==> config.mk <==
export PLATFORM = sky130hd
export DESIGN_NAME = tx_ring_walker
export DESIGN_NICKNAME = d
export VERILOG_FILES = /design/src/rtl/tx_ring_walker.sv
export SDC_FILE = /design/constraint.sdc
export NUM_CORES = 2
export LEC_CHECK = 0
export ABC_AREA = 1
export BUFFER_PORTS_ARGS = -buffer_cell sky130_fd_sc_hd__buf_2
export CORE_ASPECT_RATIO = 0.9
export CORE_MARGIN = 3
export CORE_UTILIZATION = 25
export CTS_CLUSTER_SIZE = 16
export DETAILED_ROUTE_END_ITERATION = 16
export PLACE_DENSITY = 0.39
export SKIP_LAST_GASP = 1
export SLEW_MARGIN = 20
export SYNTH_ARGS = -nofsm -noshare
export SYNTH_HDL_FRONTEND = slang
export SYNTH_SLANG_ARGS = --single-unit
==> constraint.sdc <==
create_clock -name clk -period 4.1 [get_ports clk]
set_clock_uncertainty 0.15 [all_clocks]
set_input_delay 0 -clock clk [delete_from_list [all_inputs] [get_ports clk]]
set_output_delay 0 -clock clk [all_outputs]
set_load 0.03 [all_outputs]
==> src/rtl/tx_ring_walker.sv <==
module tx_ring_walker #(
  parameter int RING_ID     = 0,
  parameter int MIN_FRAME   = 64,
  parameter int FRAME_MAX   = 128,
  parameter int OFFLOAD_HDR = 8,
  parameter int HI_W        = 4
) (
  input  logic              clk,
  input  logic              rst_n,
  input  logic              start,
  input  logic              tx_en,
  input  logic              pad_all,
  input  logic              desc_le,
  input  logic [31:0]       ring_base,
  input  logic [31:0]       cur_ptr,
  input  logic [HI_W-1:0]   addr_hi,
  output logic              mem_rd,
  output logic              mem_wr,
  output logic [HI_W+31:0]  mem_addr,
  output logic [7:0]        mem_wdata,
  input  logic [7:0]        mem_rdata,
  output logic [7:0]        tx_data,
  output logic              tx_valid,
  output logic              tx_last,
  input  logic              tx_ready,
  output logic              frame_done,
  output logic              buf_done,
  output logic              ptr_we,
  output logic [31:0]       ptr_out,
  output logic [31:0]       halt_flags
);
  localparam int AW = HI_W + 32;
  localparam int IW = $clog2(FRAME_MAX);
  localparam logic [15:0] KEEP = 16'h7C40;
  localparam int F_RDY = 15, F_PAD = 14, F_WRAP = 13, F_IRQ = 12, F_LAST = 11, F_OFF = 1;

  typedef enum logic [2:0] {S_IDLE, S_RD, S_DEC, S_COPY, S_END, S_EMIT, S_WB, S_NEXT} st_t;
  st_t state;

  logic [31:0] base, daddr, nxt;
  logic [63:0] desc;
  logic [15:0] cnt, acc, dlen, oidx, olen, first_fl, fl, ln, hdr, plen;
  logic [31:0] bp;
  logic        rd_q, ends_frame, pad_on;
  logic [7:0]  frame [FRAME_MAX];
  logic [7:0]  b [8];
  logic [15:0] newfl;

  always_comb
    for (int k = 0; k < 8; k++) b[k] = desc[63-8*k -: 8];

  assign fl     = desc_le ? {b[1], b[0]} : {b[0], b[1]};
  assign ln     = desc_le ? {b[3], b[2]} : {b[2], b[3]};
  assign bp     = desc_le ? {b[7], b[6], b[5], b[4]} : {b[4], b[5], b[6], b[7]};
  assign nxt    = fl[F_WRAP] ? base : daddr + 32'd8;
  assign pad_on = first_fl[F_PAD] | pad_all;
  assign hdr    = first_fl[F_OFF] ? 16'(OFFLOAD_HDR) : 16'd0;
  assign plen   = (pad_on && acc < 16'(MIN_FRAME)) ? 16'(MIN_FRAME) : acc;
  assign newfl  = fl & KEEP;

  assign mem_rd    = (state == S_RD && cnt < 16'd8) || (state == S_COPY && cnt < ln);
  assign mem_wr    = (state == S_WB);
  assign mem_addr  = (state == S_COPY) ? {addr_hi, bp} + AW'(cnt) : {{HI_W{1'b0}}, daddr + 32'(cnt)};
  assign mem_wdata = (cnt[0] ^ desc_le) ? newfl[7:0] : newfl[15:8];

  assign tx_valid   = (state == S_EMIT);
  assign tx_last    = tx_valid && (oidx == olen - 16'd1);
  assign tx_data    = (oidx < dlen && oidx < 16'(FRAME_MAX)) ? frame[oidx[IW-1:0]] : 8'h00;
  assign frame_done = (state == S_WB) && cnt == 16'd0 && fl[F_IRQ] && ends_frame;
  assign buf_done   = (state == S_WB) && cnt == 16'd0 && fl[F_IRQ] && !ends_frame;

  always_ff @(posedge clk)
    if (state == S_COPY && rd_q && acc < 16'(FRAME_MAX)) frame[acc[IW-1:0]] <= mem_rdata;

  always_ff @(posedge clk or negedge rst_n) begin
    if (!rst_n) begin
      state <= S_IDLE; base <= '0; daddr <= '0; desc <= '0; cnt <= '0; rd_q <= 1'b0;
      acc <= '0; dlen <= '0; oidx <= '0; olen <= '0; first_fl <= '0; ends_frame <= 1'b0;
      ptr_we <= 1'b0; ptr_out <= '0; halt_flags <= '0;
    end else begin
      rd_q   <= mem_rd;
      ptr_we <= 1'b0;
      case (state)
        S_IDLE: if (start && tx_en) begin
          base <= {ring_base[31:3], 3'b000};
          daddr <= {cur_ptr[31:3], 3'b000};
          halt_flags <= '0;
          cnt <= '0;
          state <= S_RD;
        end
        S_RD: begin
          if (rd_q) desc <= {desc[55:0], mem_rdata};
          if (cnt == 16'd8) state <= S_DEC;
          else cnt <= cnt + 16'd1;
        end
        S_DEC: begin
          cnt <= '0;
          if (!fl[F_RDY]) state <= S_NEXT;
          else begin
            if (ln != 16'd0 && acc == 16'd0) first_fl <= fl;
            state <= (ln != 16'd0) ? S_COPY : S_END;
          end
        end
        S_COPY: begin
          if (rd_q) acc <= acc + 16'd1;
          if (cnt < ln) cnt <= cnt + 16'd1;
          else if (!rd_q) state <= S_END;
        end
        S_END: begin
          ends_frame <= fl[F_LAST] && acc != 16'd0;
          cnt <= '0;
          state <= S_WB;
          if (fl[F_LAST] && acc != 16'd0) begin
            dlen <= acc;
            acc <= '0;
            oidx <= hdr;
            olen <= plen;
            if (tx_en && plen > hdr) state <= S_EMIT;
          end
        end
        S_EMIT: if (tx_ready) begin
          if (tx_last) state <= S_WB;
          else oidx <= oidx + 16'd1;
        end
        S_WB: begin
          if (cnt == 16'd1) state <= S_NEXT;
          cnt <= cnt + 16'd1;
        end
        S_NEXT: begin
          cnt <= '0;
          if (nxt == base) begin
            ptr_out <= nxt;
            ptr_we <= 1'b1;
            halt_flags[31-RING_ID] <= 1'b1;
            state <= S_IDLE;
          end else begin
            daddr <= nxt;
            state <= S_RD;
          end
        end
        default: state <= S_IDLE;
      endcase
    end
  end

  a_r8_hold_under_backpressure: assert property (@(posedge clk) disable iff (!rst_n)
    tx_valid && !tx_ready |=> tx_valid && $stable(tx_data) && $stable(tx_last));
  a_r8_stream_stops_after_last: assert property (@(posedge clk) disable iff (!rst_n)
    tx_valid && tx_ready && tx_last |=> !tx_valid);
  a_r3_disabled_start_quiet: assert property (@(posedge clk) disable iff (!rst_n)
    state == S_IDLE && start && !tx_en |=> !mem_rd && !mem_wr);
  a_r11_halt_with_pointer: assert property (@(posedge clk) disable iff (!rst_n)
    ptr_we |-> halt_flags[31-RING_ID] && ptr_out[2:0] == 3'b000);
  a_r10_ready_cleared: assert property (@(posedge clk) disable iff (!rst_n)
    mem_wr && (mem_addr[0] == desc_le) |-> !mem_wdata[7]);
  a_r2_desc_aligned: assert property (@(posedge clk) disable iff (!rst_n)
    state == S_RD && mem_rd && cnt == 16'd0 |-> mem_addr[2:0] == 3'b000);
endmodule

**Yosys cells after proc, flatten, opt, wreduce, memory -nomap -nowiden**

Memories as Yosys holds them, arrays and structs flattened.
Index checks and enable logic that the tools add are counted.

- Bits of input ports: 83
- Logic and storage cells: 138
- Output and inout port bits: 123
- Register bits after elaboration: 259
- RAM bits: 1024
- Memories kept: 1

Memories:

| name | words | bits a word | rd ports | clocked after Yosys merged registers in | wr ports | line | RTL |
|---|---|---|---|---|---|---|---|
| frame | 128 | 8 | 1 | 0 | 1 | 45 | `logic [7:0] frame [FRAME_MAX];` |

- Add/sub/neg operators: 7
- Muxes and demuxes: 43
- Equality and inequality tests: 25
- $lt $le $gt $ge: 7
- Reductions and logical operators: 38
- Bitwise gates (word level): 2

Operators by type and width:

| operator | number |
|---|---|
| $mux 16 | 11 |
| $mux 32 | 5 |
| $pmux 16 s5 | 1 |
| $pmux 16 s2 | 2 |
| $pmux 32 s2 | 1 |
| $add 16x1->16 const B | 3 |
| $add 36x16->36 | 1 |
| $mux 36 | 1 |
| $add 32x16->32 | 1 |
| $add 32x4->32 const B | 1 |
| $eq 32x32->1 | 1 |
| $logic_not 16->1 | 2 |
| $lt 16x16->1 | 2 |
| $lt 16x8->1 const B | 2 |
| $reduce_bool 16->1 | 2 |
| $mux 3 | 9 |
| $pmux 3 s8 | 1 |
| $ne 2x2->1 const B | 9 |
| $eq 16x1->1 const B | 1 |
| $eq 16x16->1 | 1 |
| $eq 16x4->1 const B | 1 |
| $gt 16x4->1 | 1 |
| $lt 16x4->1 const B | 1 |
| $lt 16x7->1 const B | 1 |
| 24 further kinds | 61 |

**Depth between registers and ports, before layout**

- Depth in word-level cells: 8
- Depth in mapped cells: 23
- Mapped depth without buffers: 19

**Worst setup path before layout**

Ideal clock, no wire load.

- Kind: input to output
- From: input port desc_le
- To: output port mem_addr[22]
- Slack: 0.430 ns
- Arrival time: 3.520 ns
- Data required time: 3.950 ns
- Buffers on the path: 4
- Cell stages on the path: 21
- Cells stage by stage: buf_2 clkbuf_1 clkbuf_1 clkbuf_1 nand2_1 o21ai_0 ha_1 inv_1 fa_1 inv_1 nand3_1 nand2_1 a21oi_1 inv_1 nand2_1 nand2_1 a21boi_0 o21ai_1 nand2_1 xnor2_1 o21ai_0

- Longest elaborated chain between the ends: 3

Ends and longest elaborated chain:

| item | line | RTL |
|---|---|---|
| start, declared | 13 | `input logic desc_le,` |
| $mux 32 | 54 | `assign bp = desc_le ? {b[7], b[6], b[5], b[4]} : {b[4], b[5], b[6], b[7]};` |
| $add 36x16->36 | 63 | `assign mem_addr = (state == S_COPY) ? {addr_hi, bp} + AW'(cnt) : {{HI_W{1'b0}}, daddr + 32'(cnt)};` |
| $mux 36 | 63 |  |
| end, declared | 19 | `output logic [HI_W+31:0] mem_addr,` |

Every way passes these cells.

**Final worst setup path**

- From: register oidx[0]
- To: output port tx_data[7]

- Longest elaborated chain between the ends: 3
- Elaborated cells between the ends (all ways): 5
- Classes of those cells: 2 x order compare; 1 x mux; 1 x reduce/logical; 1 x memory

Ends and longest elaborated chain:

| item | line | RTL |
|---|---|---|
| start, declared | 42 | `logic [15:0] cnt, acc, dlen, oidx, olen, first_fl, fl, ln, hdr, plen;` |
| start signal, assigned | 116 | `oidx <= hdr;` |
| start signal, assigned | 123 | `else oidx <= oidx + 16'd1;` |
| $lt 16x16->1 / $lt 16x8->1 (equally long branches) | 68 | `assign tx_data = (oidx < dlen && oidx < 16'(FRAME_MAX)) ? frame[oidx[IW-1:0]] : 8'h00;` |
| $logic_and 1x1->1 | 68 |  |
| $mux 8 (*) | 68 |  |
| end, declared | 22 | `output logic [7:0] tx_data,` |

Mark *: on every way between the ends. The rest lies on a longest branch, timed or not.

==> summary.txt <==
Cells and area
  • Sequential cell area: 0.0369 mm2
  • Antenna cells: 0
  • Net count, final: 6,283
  • Fill count: 23,600
  • Multi-input gate area: 0.0187 mm2
  • Layout area overhead: 23.2%
  • Layout cells sized above 1: 0.131
  • Layout Cells excl Fill: 9,264

Logic synthesis
  • Number of synthesized register bits: 1,268
  • Distinct cell type count after synthesis: 58
  • Mapped Area: 0.0577 mm2
  • Mean Syn Cell Area: 10.3 um2
  • Number of synthesized flops with an enable pin: 1,024
  • Synth Instances: 5,602
  • Post-synthesis sequential area ratio: 0.638
  • Most used DFF post-synth: edfxtp_1
  • Async SR Flop Fraction: 0.192
  • Ys Warns: 0

Run
  • Maxcap violations: 0

Die
  • Core Footprint: 0.228 mm2
  • Initial core utilization: 0.253
  • Die Ht: 462 um
  • Num ports: 206
  • Number of cell rows: 166
  • Die width: 513 um
  • Die footprint: 0.237 mm2

Worst hold path
  • Worst hold path endpoint: daddr[9]$_DFFE_PN0P_
  • Hold path startpoint: cur_ptr[9]
  • Worst hold path type: in2reg
  • Worst hold stages: 6

Critical path
  • Worst flop-to-flop path endpoint: daddr[3]$_DFFE_PN0P_
  • Maximum fanout along the worst path: 13
  • CP Launch Point: oidx[0]$_DFFE_PN0P_
  • Setup CP Type: reg2out
  • Critical path required time: 3.95 ns
  • R2R Setup Slk: 0.19 ns
  • Reg2reg start: daddr[12]$_DFFE_PN0P_
  • Reg2Reg Depth: 19
  • Type of origin of the critical path: register
  • Worst Setup End Kind: output port
  • Arr. time, crit path: 3.82 ns

Routing
  • Vias per inst: 4.74
  • Wirelength per Cell: 22.3 um
  • DR vias: 43,900
  • Routed Antenna Nets: 0
  • Remaining DRCs: 0
  • WL final: 206,000 um
  • First DRT Iteration DRCs: 3,768
  • Initial DRT Pass Iterations: 7

STA
  • Relative slew margins: 0.260
  • Setup TNS: 0 ns
  • RSZ-0062 raised after global routing: yes
  • Fmax: 252 MHz
  • Post-layout min period: 3.97 ns
  • Endpoints failing hold: 0
  • Final setup vio count: 0
  • Hold WS: 0.0582 ns
  • Final period util: 0.969
  • Max Slew Vio Count: 0
  • Slew @ Worst Pin: 1.11 ns

Placement
  • IO buf count: 165
  • RD Place Congestion: 0.861
  • Post-DP HPWL: 132,000 um
  • Placed insts: 8,786

Global routing
  • All-Layer GR Usage: 0.170
  • Gr ovfl total: 0
  • First-pass GRT wire length: 300,000 um
  • Antenna violations before repair: 5
  • Largest net degree at the start of global routing: 87
  • Number of global-route vias before repair: 42,500

CTS
  • Num CTS Buffers: 147
  • Clock Latency Late Sink: 0.82 ns
  • Clk sinks: 1,268
  • H-tree levels: 4
  • CTS tree: yes
  • Clk root buf: clkbuf_16
  • Worst-case clock buffer depth: 3
  • Reg clk slew, reported paths: 0.06 ns

Pwr
  • Pwr Total: 29.3 mW
  • Power Density: 412 mW/mm2
  • Leakage Power: 26.5 nW
  • Max IR drop VDD: 0.000419 V

Run status
  • Status: completed
-- cells in the mapped netlist, types with 6 or more instances --
cell type  count  area, um2
or2_2         33        206
mux2_2         9        101
nor3b_1        6       45.0
nor2_1       506       1900
nand3_1      279       1400
a32oi_1       15        131
a21boi_0       9       67.6
edfxtp_1    1024      30700
ha_1          71        888
a31oi_1       10       62.6
a22oi_1       78        586
o311ai_0      31        272
nand4_1       67        419
inv_1        263        987
buf_2         31        155
buf_1         31        116
o22ai_1       26        163
nor2_2         7       43.8
o211ai_1      59        443
buf_4         36        270
a32o_1        53        531
o2111ai_1     11       96.3
xor2_1        33        289
xnor2_1       14        123
clkbuf_1     244        916
o21a_1         7       52.6
nand2_1     1401       5260
o21ai_1       32        160
nand3b_1       8       60.1
o221ai_1      20        175
clkinv_1       6       22.5
dfrtp_1      244       6110
a21oi_1      418       2090
nor4_1        24        150
o21ai_0      380       1900
nor3_1        46        230
o31ai_1       26        195
-- worst max-delay path, cell delays in order, from the launching register on --
cell and delay [ns]:
dfrtp_4 0.51, clkbuf_4 0.20, buf_4 0.18, inv_8 0.17, nand2_1 0.07, a32o_1 0.27
o211ai_1 0.32, nand3_1 0.29, nand2_1 0.19, nand3_1 0.15, nor2_1 0.13, nor2_1 0.06
nor2_1 0.10, buf_4 0.16, buf_2 0.20
-- timing repair --
| item | 4_1_cts | 5_1_grt |
|---|---|---|
| hold buffers | 199 | 0 |
| gates resized for setup | 44 | 69 |
| cloned | 3 | 3 |
| pin swaps | 5 | 8 |
| endpoints found under the setup margin | 23 | 39 |
| hold endpoints to repair | 1247 | 0 |
| setup buffers | 5 | 6 |
-- layer usage --
metal,GRT usage,wire length (um),vias to the layer above
met3,0.0236,8650,232
li1,-,-,20800
met2,0.271,93400,1035
met5,0,0,-
met4,0.0358,3750,0
met1,0.245,100000,21800
-- per-stage QoR --
stage	area [um2]	utilization	setup WS (ns)
after floorplan	57900	-	0.430
after global placement	63800	0.279	0.364
after detailed placement	63800	0.279	0.386
after CTS	70800	0.310	-0.0654
after global routing	71100	0.311	-0.0491
final	71100	0.311	0.128
-- layout make-up --
cell class / instances / area share
clock inverter: 74 / 0.0122
clock buffer: 188 / 0.0546
multi-input combinational: 3751 / 0.264
inverter: 273 / 0.0150
tap: 3024 / 0.0532
sequential: 1268 / 0.519
timing repair inverter: 3 / 0.000405
timing repair buffer: 683 / 0.0822
-- sequential cells by signal, summed over array words and instances, names as in the netlist --
signal and count:
acc 16, b 62, base 29, cnt 16, daddr 32, dlen 16
ends_frame 1, first_fl 2, frame 1024, halt_flags 1, oidx 16, olen 16
ptr_out 32, ptr_we 1, rd_q 1, state 3
-- power by group --
group / switching, mW / leakage [nW] / total (mW) / internal, mW
Sequential: 0.0740 / 12.2 / 14.0 / 14.0
Clock: 5.72 / 2.28 / 13.1 / 7.41
Combinational: 1.47 / 12.0 / 2.15 / 0.672
Total: 7.27 / 26.5 / 29.3 / 22.1
-- cells by family after synthesis --
kind of cell,after synthesis,share of synthesized area
simple gates,2393,0.170
flops,1268,0.638
compound gates,1194,0.123
buf+inv,616,0.0432
fa+ha+maj,73,0.0161
xor+xnor,47,0.00713
mux,10,0.00193
other cells,1,0.0000650
-- layout by cell type (no fill, tap or decap), drive strengths merged, types with 8 or more instances in the layout --
cell,Yosys,routed
nand2,1405,1405
edfxtp,1024,1024
nor2,516,516
buf,99,479
a21oi,418,418
o21ai,412,412
nand3,279,279
inv,267,274
dfrtp,244,244
dlygate4sd3,0,198
clkbuf,244,193
a22oi,78,78
ha,71,71
nand4,68,68
o211ai,59,59
clkinv,6,59
a32o,53,53
nor3,47,47
conb,1,34
or2,33,33
xor2,33,33
o311ai,31,31
o22ai,26,26
o31ai,26,26
nor4,24,24
o221ai,20,20
a32oi,15,15
xnor2,14,14
o2111ai,11,11
a31oi,10,10
bufinv,0,10
mux2,9,9
a21boi,9,9
nand3b,8,8
-- how the worst max path moves through the flow --
stage	endpoint	slack, ns	cells after the start
6_report	tx_data[7]	0.13	14
2_1_floorplan	mem_addr[22]	0.43	21
3_5_place_dp	mem_addr[24]	0.39	12
4_1_cts	tx_data[4]	-0.07	10
5_1_grt	mem_addr[21]	-0.05	14
3_3_place_gp	mem_addr[34]	0.36	19
Note: power is estimated with default switching activity, not from simulation.
